### src/rtl/flash_pwr_pkg.sv
package flash_pwr_pkg;
  typedef enum logic [2:0] {
    ST_POR   = 3'd0,
    ST_LOCK  = 3'd1,
    ST_STBY  = 3'd2,
    ST_ACT   = 3'd3,
    ST_SLEEP = 3'd4
  } pwr_state_e;
endpackage

### src/rtl/fpc_supply_mon.sv
module fpc_supply_mon (
  input  logic clk_i,
  input  logic rst_ni,
  input  logic sup_low_i,
  input  logic sup_rst_i,
  output logic lock_o,
  output logic por_req_o,
  output logic cold_o
);
  logic rst_seen_q;
  logic cold_q;

  // reset value 1: leaving reset counts as a supply recovery
  always_ff @(posedge clk_i or negedge rst_ni) begin
    if (!rst_ni) begin
      rst_seen_q <= 1'b1;
      cold_q     <= 1'b0;
    end else begin
      rst_seen_q <= sup_rst_i;
      cold_q     <= por_req_o;
    end
  end

  assign por_req_o = rst_seen_q & ~sup_rst_i;
  assign lock_o    = sup_low_i | sup_rst_i;
  assign cold_o    = cold_q;

  AST_COLD_SINGLE: assert property (@(posedge clk_i) disable iff (!rst_ni)
    cold_o |=> !cold_o);
endmodule

### src/rtl/fpc_addr_watch.sv
module fpc_addr_watch #(
  parameter int ADDR_W = 16
) (
  input  logic              clk_i,
  input  logic              rst_ni,
  input  logic              ce_ni,
  input  logic [ADDR_W-1:0] addr_i,
  output logic              chg_o,
  output logic              sel_fall_o
);
  logic [ADDR_W-1:0] addr_q;
  logic              ce_q;

  always_ff @(posedge clk_i or negedge rst_ni) begin
    if (!rst_ni) begin
      addr_q <= '0;
      ce_q   <= 1'b1;
    end else begin
      addr_q <= addr_i;
      ce_q   <= ce_ni;
    end
  end

  assign chg_o      = (addr_i != addr_q);
  assign sel_fall_o = ce_q & ~ce_ni;
endmodule

### src/rtl/fpc_state_fsm.sv
module fpc_state_fsm
  import flash_pwr_pkg::*;
#(
  parameter int SLEEP_CYC = 8,
  parameter int STBY_CYC  = 12
) (
  input  logic       clk_i,
  input  logic       rst_ni,
  input  logic       ce_ni,
  input  logic       chg_i,
  input  logic       sel_fall_i,
  input  logic       lock_i,
  input  logic       por_req_i,
  output pwr_state_e state_o,
  output logic       deep_o
);
  localparam int MAXC = (SLEEP_CYC > STBY_CYC) ? SLEEP_CYC : STBY_CYC;
  localparam int CW   = $clog2(MAXC + 1);
  localparam logic [CW-1:0] SLP_LAST = CW'(SLEEP_CYC - 1);
  localparam logic [CW-1:0] SBY_LAST = CW'(STBY_CYC - 1);

  pwr_state_e    state_q, state_d;
  logic [CW-1:0] cnt_q, cnt_d;
  logic          deep_q, deep_d;

  always_comb begin
    state_d = state_q;
    cnt_d   = cnt_q;
    deep_d  = 1'b0;
    if (por_req_i) begin
      state_d = ST_POR;
      cnt_d   = '0;
    end else if (lock_i) begin
      state_d = ST_LOCK;
      cnt_d   = '0;
    end else if (ce_ni) begin
      state_d = ST_STBY;
      cnt_d   = '0;
    end else begin
      case (state_q)
        ST_POR, ST_LOCK: begin
          state_d = ST_ACT;
          cnt_d   = '0;
        end
        ST_STBY: begin
          if (sel_fall_i || chg_i) begin
            state_d = ST_ACT;
            cnt_d   = '0;
          end else begin
            deep_d = deep_q;
          end
        end
        ST_ACT: begin
          if (chg_i) begin
            cnt_d = '0;
          end else if (cnt_q == SLP_LAST) begin
            state_d = ST_SLEEP;
            cnt_d   = '0;
          end else begin
            cnt_d = cnt_q + 1'b1;
          end
        end
        ST_SLEEP: begin
          if (chg_i) begin
            state_d = ST_ACT;
            cnt_d   = '0;
          end else if (cnt_q == SBY_LAST) begin
            state_d = ST_STBY;
            cnt_d   = '0;
            deep_d  = 1'b1;
          end else begin
            cnt_d = cnt_q + 1'b1;
          end
        end
        default: begin
          state_d = ST_POR;
          cnt_d   = '0;
        end
      endcase
    end
  end

  always_ff @(posedge clk_i or negedge rst_ni) begin
    if (!rst_ni) begin
      state_q <= ST_POR;
      cnt_q   <= '0;
      deep_q  <= 1'b0;
    end else begin
      state_q <= state_d;
      cnt_q   <= cnt_d;
      deep_q  <= deep_d;
    end
  end

  assign state_o = state_q;
  assign deep_o  = deep_q;

  AST_LOCK_STATE: assert property (@(posedge clk_i) disable iff (!rst_ni)
    (lock_i && !por_req_i) |=> (state_q == ST_LOCK));
  AST_DESELECT_STBY: assert property (@(posedge clk_i) disable iff (!rst_ni)
    (ce_ni && !lock_i && !por_req_i) |=> (state_q == ST_STBY));
  AST_SLEEP_WAKE: assert property (@(posedge clk_i) disable iff (!rst_ni)
    (state_q == ST_SLEEP && chg_i && !ce_ni && !lock_i && !por_req_i)
      |=> (state_q == ST_ACT && cnt_q == '0));
  AST_SEL_WAKE: assert property (@(posedge clk_i) disable iff (!rst_ni)
    (state_q == ST_STBY && sel_fall_i && !lock_i && !por_req_i)
      |=> (state_q == ST_ACT));
endmodule

### src/rtl/flash_if_pwr_ctrl.sv
module flash_if_pwr_ctrl
  import flash_pwr_pkg::*;
#(
  parameter int ADDR_W    = 16,
  parameter int SLEEP_CYC = 8,
  parameter int STBY_CYC  = 12
) (
  input  logic              clk_i,
  input  logic              rst_ni,
  input  logic              ce_ni,
  input  logic              oe_ni,
  input  logic [ADDR_W-1:0] addr_i,
  input  logic              eng_busy_i,
  input  logic              sup_low_i,
  input  logic              sup_rst_i,
  output logic [2:0]        state_o,
  output logic              drive_en_o,
  output logic              data_hold_o,
  output logic              pe_inhibit_o,
  output logic              cold_rst_o,
  output logic              low_pwr_o,
  output logic              ready_o
);
  logic       lock, por_req, cold, chg, sel_fall, deep;
  pwr_state_e st;
  logic       st_readable;

  fpc_supply_mon u_sup (
    .clk_i     (clk_i),
    .rst_ni    (rst_ni),
    .sup_low_i (sup_low_i),
    .sup_rst_i (sup_rst_i),
    .lock_o    (lock),
    .por_req_o (por_req),
    .cold_o    (cold)
  );

  fpc_addr_watch #(.ADDR_W(ADDR_W)) u_addr (
    .clk_i      (clk_i),
    .rst_ni     (rst_ni),
    .ce_ni      (ce_ni),
    .addr_i     (addr_i),
    .chg_o      (chg),
    .sel_fall_o (sel_fall)
  );

  fpc_state_fsm #(.SLEEP_CYC(SLEEP_CYC), .STBY_CYC(STBY_CYC)) u_fsm (
    .clk_i      (clk_i),
    .rst_ni     (rst_ni),
    .ce_ni      (ce_ni),
    .chg_i      (chg),
    .sel_fall_i (sel_fall),
    .lock_i     (lock),
    .por_req_i  (por_req),
    .state_o    (st),
    .deep_o     (deep)
  );

  assign st_readable  = (st == ST_ACT) || (st == ST_SLEEP) || (st == ST_STBY);
  assign state_o      = st;
  assign drive_en_o   = ~ce_ni & ~oe_ni & st_readable;
  assign data_hold_o  = (st == ST_SLEEP) | deep;
  assign pe_inhibit_o = lock | (st == ST_LOCK) | (st == ST_POR);
  assign cold_rst_o   = cold;
  assign low_pwr_o    = (st == ST_STBY) & ~eng_busy_i;
  assign ready_o      = ~eng_busy_i;

  AST_POR_ON_RECOVERY: assert property (@(posedge clk_i) disable iff (!rst_ni)
    $fell(sup_rst_i) |=> (cold_rst_o && st == ST_POR));
  AST_SLEEP_HOLD: assert property (@(posedge clk_i) disable iff (!rst_ni)
    (st == ST_SLEEP) |-> data_hold_o);
endmodule

### config.mk
export PLATFORM = sky130hd
export DESIGN_NAME = flash_if_pwr_ctrl
export DESIGN_NICKNAME = d
export VERILOG_FILES = /design/src/rtl/flash_pwr_pkg.sv /design/src/rtl/fpc_supply_mon.sv /design/src/rtl/fpc_addr_watch.sv /design/src/rtl/fpc_state_fsm.sv /design/src/rtl/flash_if_pwr_ctrl.sv
export SDC_FILE = /design/constraint.sdc
export NUM_CORES = 1
export LEC_CHECK = 0
export BUFFER_PORTS_ARGS = -buffer_cell sky130_fd_sc_hd__buf_2
export CORE_ASPECT_RATIO = 1.75
export CORE_MARGIN = 3
export CORE_UTILIZATION = 45
export DETAILED_ROUTE_END_ITERATION = 12
export GPL_ROUTABILITY_DRIVEN = 1
export GPL_TIMING_DRIVEN = 0
export HOLD_SLACK_MARGIN = 0.15
export PLACE_DENSITY = 0.69
export SLEW_MARGIN = 30
export SYNTH_ARGS = -nofsm -noshare
export SYNTH_HDL_FRONTEND = slang
export SYNTH_SLANG_ARGS = --single-unit
### constraint.sdc
create_clock -name clk_i -period 3.1 [get_ports clk_i]
set_input_delay 0.93 -clock clk_i [delete_from_list [all_inputs] [get_ports clk_i]]
set_output_delay 0.93 -clock clk_i [all_outputs]
set_load 0.05 [all_outputs]
==> impl_metrics.json, run 1 <==
{
  "status": "completed",
  "hold_violations": 0,
  "synthesis.area_sq_mm": 0.00133,
  "peakVddDrop_mv": 0.343,
  "setup_tns_ps": 0,
  "path_class": "flip-flop to output port",
  "critPathBufInv": 2,
  "slowest_stage": "dfrtp_1",
  "finalCritPeriodShare_pct": 81.5,
  "rsz0062_at_grt": "no",
  "dp_hpwl_microns": 1960,
  "gp_congestion": 0.839,
  "drt_iter0_markers": 5,
  "cts_setup_buffers": 0,
  "drt-total-wl_microns": 2470,
  "postSynthAreaPerCell_sq_um": 11.3,
  "crit_chain": "buf_6, nor2_2, nand2_2, a211oi_2, buf_2",
  "yosysWarnings": 0,
  "timing.hold.ws_ps": 516,
  "utilization_pct": 56.9,
  "ctsResizeCount": 0,
  "worstPathMaxFanout": 9,
  "ctsRootBufferMaster": "clkbuf_8",
  "grt_pass1_wl_microns": 4290,
  "wl_per_cell_microns": 13.8,
  "nNetsFinal": 177,
  "cts_tree": "yes",
  "cts_buffers": 3,
  "syn-num-nets": 141,
  "synthCells": 117,
  "slew-limit-headroom_pct": 61.3,
  "cp.required_ps": 2170,
  "placed_cell_area_sq_mm": 0.00152,
  "fin_crit_ps": 2530,
  "clk_path_buf_depth": 2,
  "synthToLayoutAreaGrowth_pct": 18.0,
  "slowest_delay_ps": 390,
  "arrival_ps": 1600,
  "die_x_microns": 47.0,
  "max_freq_ghz": 0.396,
  "die_area_sq_mm": 0.00366,
  "fin_area_sq_mm": 0.00157,
  "track_usage_pct": 16.1,
  "crit_path_start_kind": "flip-flop",
  "cts_num_sinks": 27,
  "ys_ff_latch": 27,
  "p_total_mw": 0.662,
  "numPortBuffers": 31,
  "fin_skew_ps": 2.07,
  "core_sq_mm": 0.00275,
  "antenna_found_initial": 0,
  "cts_max_level": 1,
  "grt.overflow.total": 0,
  "worstMarginPinSlew_ps": 581,
  "synth_seq_area_share_pct": 51.1,
  "cellLeakagePower_nw": 0.686,
  "setup_viol": 0,
  "insertion_delay_ps": 270,
  "crit_family": "buffers and inverters",
  "ys_types": 34,
  "drc": 0,
  "num_rows": 25,
  "maxCapViolCount": 0,
  "grt_pass1_vias": 1021,
  "vias": 981,
  "dr.pass1.iters": 4,
  "grt_max_degree": 28,
  "initial_core_util_pct": 48.2,
  "r2r_setup_slack_ps": 1530,
  "fp.dieH_microns": 77.8,
  "cts-hold-fix-buffers": 0,
  "min-delay-path-class": "flip-flop to flip-flop",
  "cts.clk_slew.worst_paths_ps": 90,
  "drive_above_1_share_pct": 33.6,
  "maxSlewViolCount": 0,
  "io_pins": 32,
  "num_antenna_cells": 0,
  "p_per_area_mw_per_mm2": 423,
  "ant_nets": 0,
  "crit_path_end_kind": "output port",
  "vias_per_cell": 5.48
}
==> synth_stat cells <==
cell type | number | share of area (%)
a41oi_1 | 1 | 0.66
o32ai_1 | 1 | 0.66
nand3_1 | 3 | 1.1
a31oi_1 | 2 | 0.94
a21oi_1 | 7 | 2.6
a221oi_2 | 1 | 1.1
nor4_4 | 2 | 3.2
nor3b_1 | 1 | 0.57
nor3_1 | 5 | 1.9
buf_4 | 1 | 0.57
nand3b_1 | 4 | 2.3
nand3b_4 | 1 | 1.5
mux2i_1 | 2 | 1.5
buf_2 | 1 | 0.38
dfrtp_1 | 25 | 47
a211oi_1 | 3 | 1.7
o21ai_1 | 3 | 1.1
nand2_2 | 2 | 0.94
buf_6 | 1 | 0.85
nor2_2 | 1 | 0.47
nor2b_1 | 1 | 0.47
nor4_1 | 1 | 0.47
o21ai_0 | 2 | 0.75
ha_1 | 1 | 0.94
nand2_1 | 2 | 0.57
inv_1 | 3 | 0.85
nand2b_1 | 3 | 1.4
a22oi_1 | 1 | 0.57
xor2_1 | 16 | 11
nor2_1 | 13 | 3.7
o41ai_1 | 1 | 0.66
nand4_2 | 1 | 0.94
nor4_2 | 3 | 2.8
dfstp_2 | 2 | 4.0
==> through the flow <==
stage | setup WS [ps] | std cells
2_1_floorplan | 137 | 117
3_3_place_gp | 632 | 175
3_5_place_dp | 609 | 175
4_1_cts | 554 | 179
5_1_grt | 497 | 179
6_report | 575 | 179
==> cell usage in the layout (no fill, tap or decap), types with 3 or more instances in the layout <==
master,instances
xor2_1,16
buf_2,32
nor2_1,13
nand3_1,3
inv_1,3
o21ai_1,3
dfrtp_1,25
nand2b_1,3
a21oi_1,7
nand3b_1,4
nor3_1,5
clkbuf_8,3
nor4_2,3
==> layout make-up <==
| class | instances | area, sq um |
|---|---|---|
| Buffer | 3 | 23.8 |
| Clock buffer | 4 | 45.0 |
| Fill cell | 259 | 1190 |
| Inverter | 3 | 11.3 |
| Multi-Input combinational cell | 84 | 618 |
| Sequential cell | 27 | 678 |
| Tap cell | 27 | 33.8 |
| Timing Repair Buffer | 31 | 155 |
==> final timing paths <==
path	from	to	cells past startpoint
max reg2reg	u_addr.addr_q[11]	u_fsm.state_o[0]	5
min reg2reg	u_fsm.deep_o	u_fsm.deep_o	2
max in group asynchronous	rst_ni	u_fsm.state_o[0]	1
max	u_fsm.state_o[1]	drive_en_o	5
min in group asynchronous	rst_ni	u_addr.addr_q[0]	1
min	u_fsm.deep_o	u_fsm.deep_o	2
==> tightest hold or removal path, delay by kind of cell (launching register included) <==
family             cells  cell delay (ps)
DFF                    1              350
AOI/OAI and AO/OA      1               60
and+or+nand+nor        1               70
==> registers in the layout, indices dropped and copies added, names as in the netlist <==
| name | flops |
|---|---|
| u_fsm.cnt_q | 4 |
| u_addr.addr_q | 16 |
| u_fsm.state_o | 3 |
| u_fsm.deep_o | 1 |
| u_sup.rst_seen_q | 1 |
| u_sup.cold_o | 1 |
| u_addr.ce_q | 1 |
==> per-layer routing <==
layer  up-vias  share of wire, %  track usage (%)
met5         -                 0                0
met4         0               2.1             7.48
li1        487                 -                -
met2        31                52             27.8
met1       458                40             18.2
met3         5               5.4             2.09
==> cell families after synthesis <==
logic type	count (synthesis)	synth area share (%)
adders and majority gates	1	0.943
DFF	27	51.1
xor gates and xnor gates	16	10.6
and+or+nand+nor	43	22.4
muxes	2	1.51
buffers and inverters	6	2.64
AOI/OAI and AO/OA	22	10.8
==> report_power, final <==
part	leakage [nW]	switching, mW	internal (mW)	total, mW
Clock	0.0228	0.103	0.0920	0.195
Sequential	0.327	0.00749	0.367	0.375
Combinational	0.337	0.0593	0.0330	0.0923
Power figures use the tool's default switching activity.
==> inputs of run 2 (changes only) <==
==> constraint.sdc (replaced) <==
create_clock -name clk_i -period 2.38 [get_ports clk_i]
set_input_delay 0.714 -clock clk_i [delete_from_list [all_inputs] [get_ports clk_i]]
set_output_delay 0.714 -clock clk_i [all_outputs]
set_load 0.05 [all_outputs]
==> run 2 against run 1 <==
Against the previous run: global-route usage is 1.0 points lower; via count is 1.3% higher; sequential cell count stayed put; final area is 0.48% higher; core utilization is 0.27 points higher; largest power group unchanged; die area stayed put; critical path type unchanged; hold slack worse by 82 ps; clock power is 29% higher.
==> impl_metrics.json, run 2 (synthesis results as in run 1) <==
{
  "fin_area_sq_mm": 0.00157,
  "antenna_found_initial": 0,
  "top_register": "u_addr.addr_q",
  "slowest_delay_ps": 410,
  "status": "completed",
  "wl_per_cell_microns": 13.8,
  "maxSlewViolCount": 0,
  "ctsRootBufferMaster": "clkbuf_8",
  "num_antenna_cells": 0,
  "grt_pass1_vias": 989,
  "ant_nets": 0,
  "core_sq_mm": 0.00275,
  "p_total_mw": 0.861,
  "track_usage_pct": 15.0,
  "die_area_sq_mm": 0.00366,
  "cts_num_sinks": 27,
  "hold_violations": 0,
  "worstMarginPinSlew_ps": 581,
  "timing.hold.ws_ps": 434,
  "dpl.cell_count": 175,
  "grt.overflow.total": 0,
  "min-delay-path-class": "input pin to async pin",
  "io_pins": 32,
  "finalCritPeriodShare_pct": 96.4,
  "utilization_pct": 57.1,
  "gp_congestion": 0.829,
  "dr.pass1.iters": 4,
  "cellLeakagePower_nw": 0.686,
  "setup_viol": 0,
  "fin_ws_ps": 85.9,
  "cts-hold-fix-buffers": 0,
  "insertion_delay_ps": 270,
  "p_per_area_mw_per_mm2": 547,
  "max_freq_ghz": 0.436,
  "fin_skew_ps": 1.71,
  "startpoint": "u_fsm.state_o[1]",
  "drt-total-wl_microns": 2480,
  "arrival_ps": 1580,
  "maxCapViolCount": 0,
  "grt_max_degree": 28,
  "drive_above_1_share_pct": 34.2,
  "cts_buffers": 3,
  "rr_startpoint": "u_addr.addr_q[11]",
  "drc": 0,
  "setup_tns_ps": 0,
  "largest_reg_flops": 16,
  "rsz0062_at_grt": "no",
  "cts_tree": "yes",
  "layout_common_cells": "31 x buf_2, 25 x dfrtp_1, 16 x xor2_1, 13 x nor2_1, 7 x a21oi_1",
  "peakVddDrop_mv": 0.395,
  "fp.dieH_microns": 77.8,
  "crit_chain": "buf_6, nor2_2, nand2_2, a211oi_2, clkbuf_4",
  "vias": 994,
  "grt_pass1_wl_microns": 4020,
  "fin_cells": 179,
  "dp_hpwl_microns": 1970,
  "r2r_setup_slack_ps": 760,
  "cp.required_ps": 1670,
  "crit_path_start_kind": "flip-flop",
  "synthToLayoutAreaGrowth_pct": 18.6,
  "numPortBuffers": 31,
  "worstPathMaxFanout": 9,
  "slowest_stage": "dfrtp_1",
  "crit_path_end_kind": "output port",
  "num_rows": 25,
  "initial_core_util_pct": 48.2,
  "nNetsFinal": 177,
  "pre_cts_ws_ps": 265,
  "cts_max_level": 1,
  "path_class": "flip-flop to output port",
  "layout_commonest_cell": "buf_2",
  "die_x_microns": 47.0,
  "cts.clk_slew.worst_paths_ps": 80,
  "vias_per_cell": 5.55,
  "drt_iter0_markers": 13,
  "clk_path_buf_depth": 2,
  "fin_crit_ps": 2290,
  "placed_cell_area_sq_mm": 0.00153,
  "n_fill_cell": 249,
  "slew-limit-headroom_pct": 61.3
}
## run 2: critical path: cells and delay by family, from the launching register on
family | cells | cell delay (ps)
buffers and inverters | 2 | 410
flip-flops | 1 | 410
AO/OA/AOI/OAI | 1 | 230
AND/OR/NAND/NOR | 2 | 270
## run 2: path summary, 6_finish.rpt
kind                                endpoint  depth (start not counted)
min reg2reg                     u_fsm.deep_o                          2
max                               drive_en_o                          5
min in group clk_i              u_fsm.deep_o                          2
max reg2reg                 u_fsm.state_o[0]                          5
min                        u_addr.addr_q[11]                          1
max in group asynchronous   u_fsm.state_o[2]                          1
## run 2: what timing repair did
item / CTS / global route
setup endpoints to repair: 0 / 1
resized for setup: 0 / 1
setup buffers: 0 / 0
## run 2: power breakdown
| part | internal, mW | switching [mW] |
|---|---|---|
| sequential | 0.478 | 0.00991 |
| clock | 0.120 | 0.132 |
| combinational | 0.0433 | 0.0771 |
## run 2: routing by layer
| layer | GRT usage (%) | routed length [microns] | share of wire (%) |
|---|---|---|---|
| met1 | 15.6 | 974 | 39 |
| met2 | 27.0 | 1320 | 53 |
| met3 | 2.09 | 132 | 5.3 |
| met4 | 7.48 | 54 | 2.2 |
| met5 | 0 | 0 | 0 |
## run 2: final cells by class
cell class | instances | area, sq um | area share, %
Sequential cell | 27 | 678 | 43.1
Multi-Input combinational cell | 84 | 623 | 39.6
Timing Repair Buffer | 31 | 158 | 10.0
Clock buffer | 4 | 45.0 | 2.86
Tap cell | 27 | 33.8 | 2.15
Buffer | 3 | 23.8 | 1.51
Inverter | 3 | 11.3 | 0.716
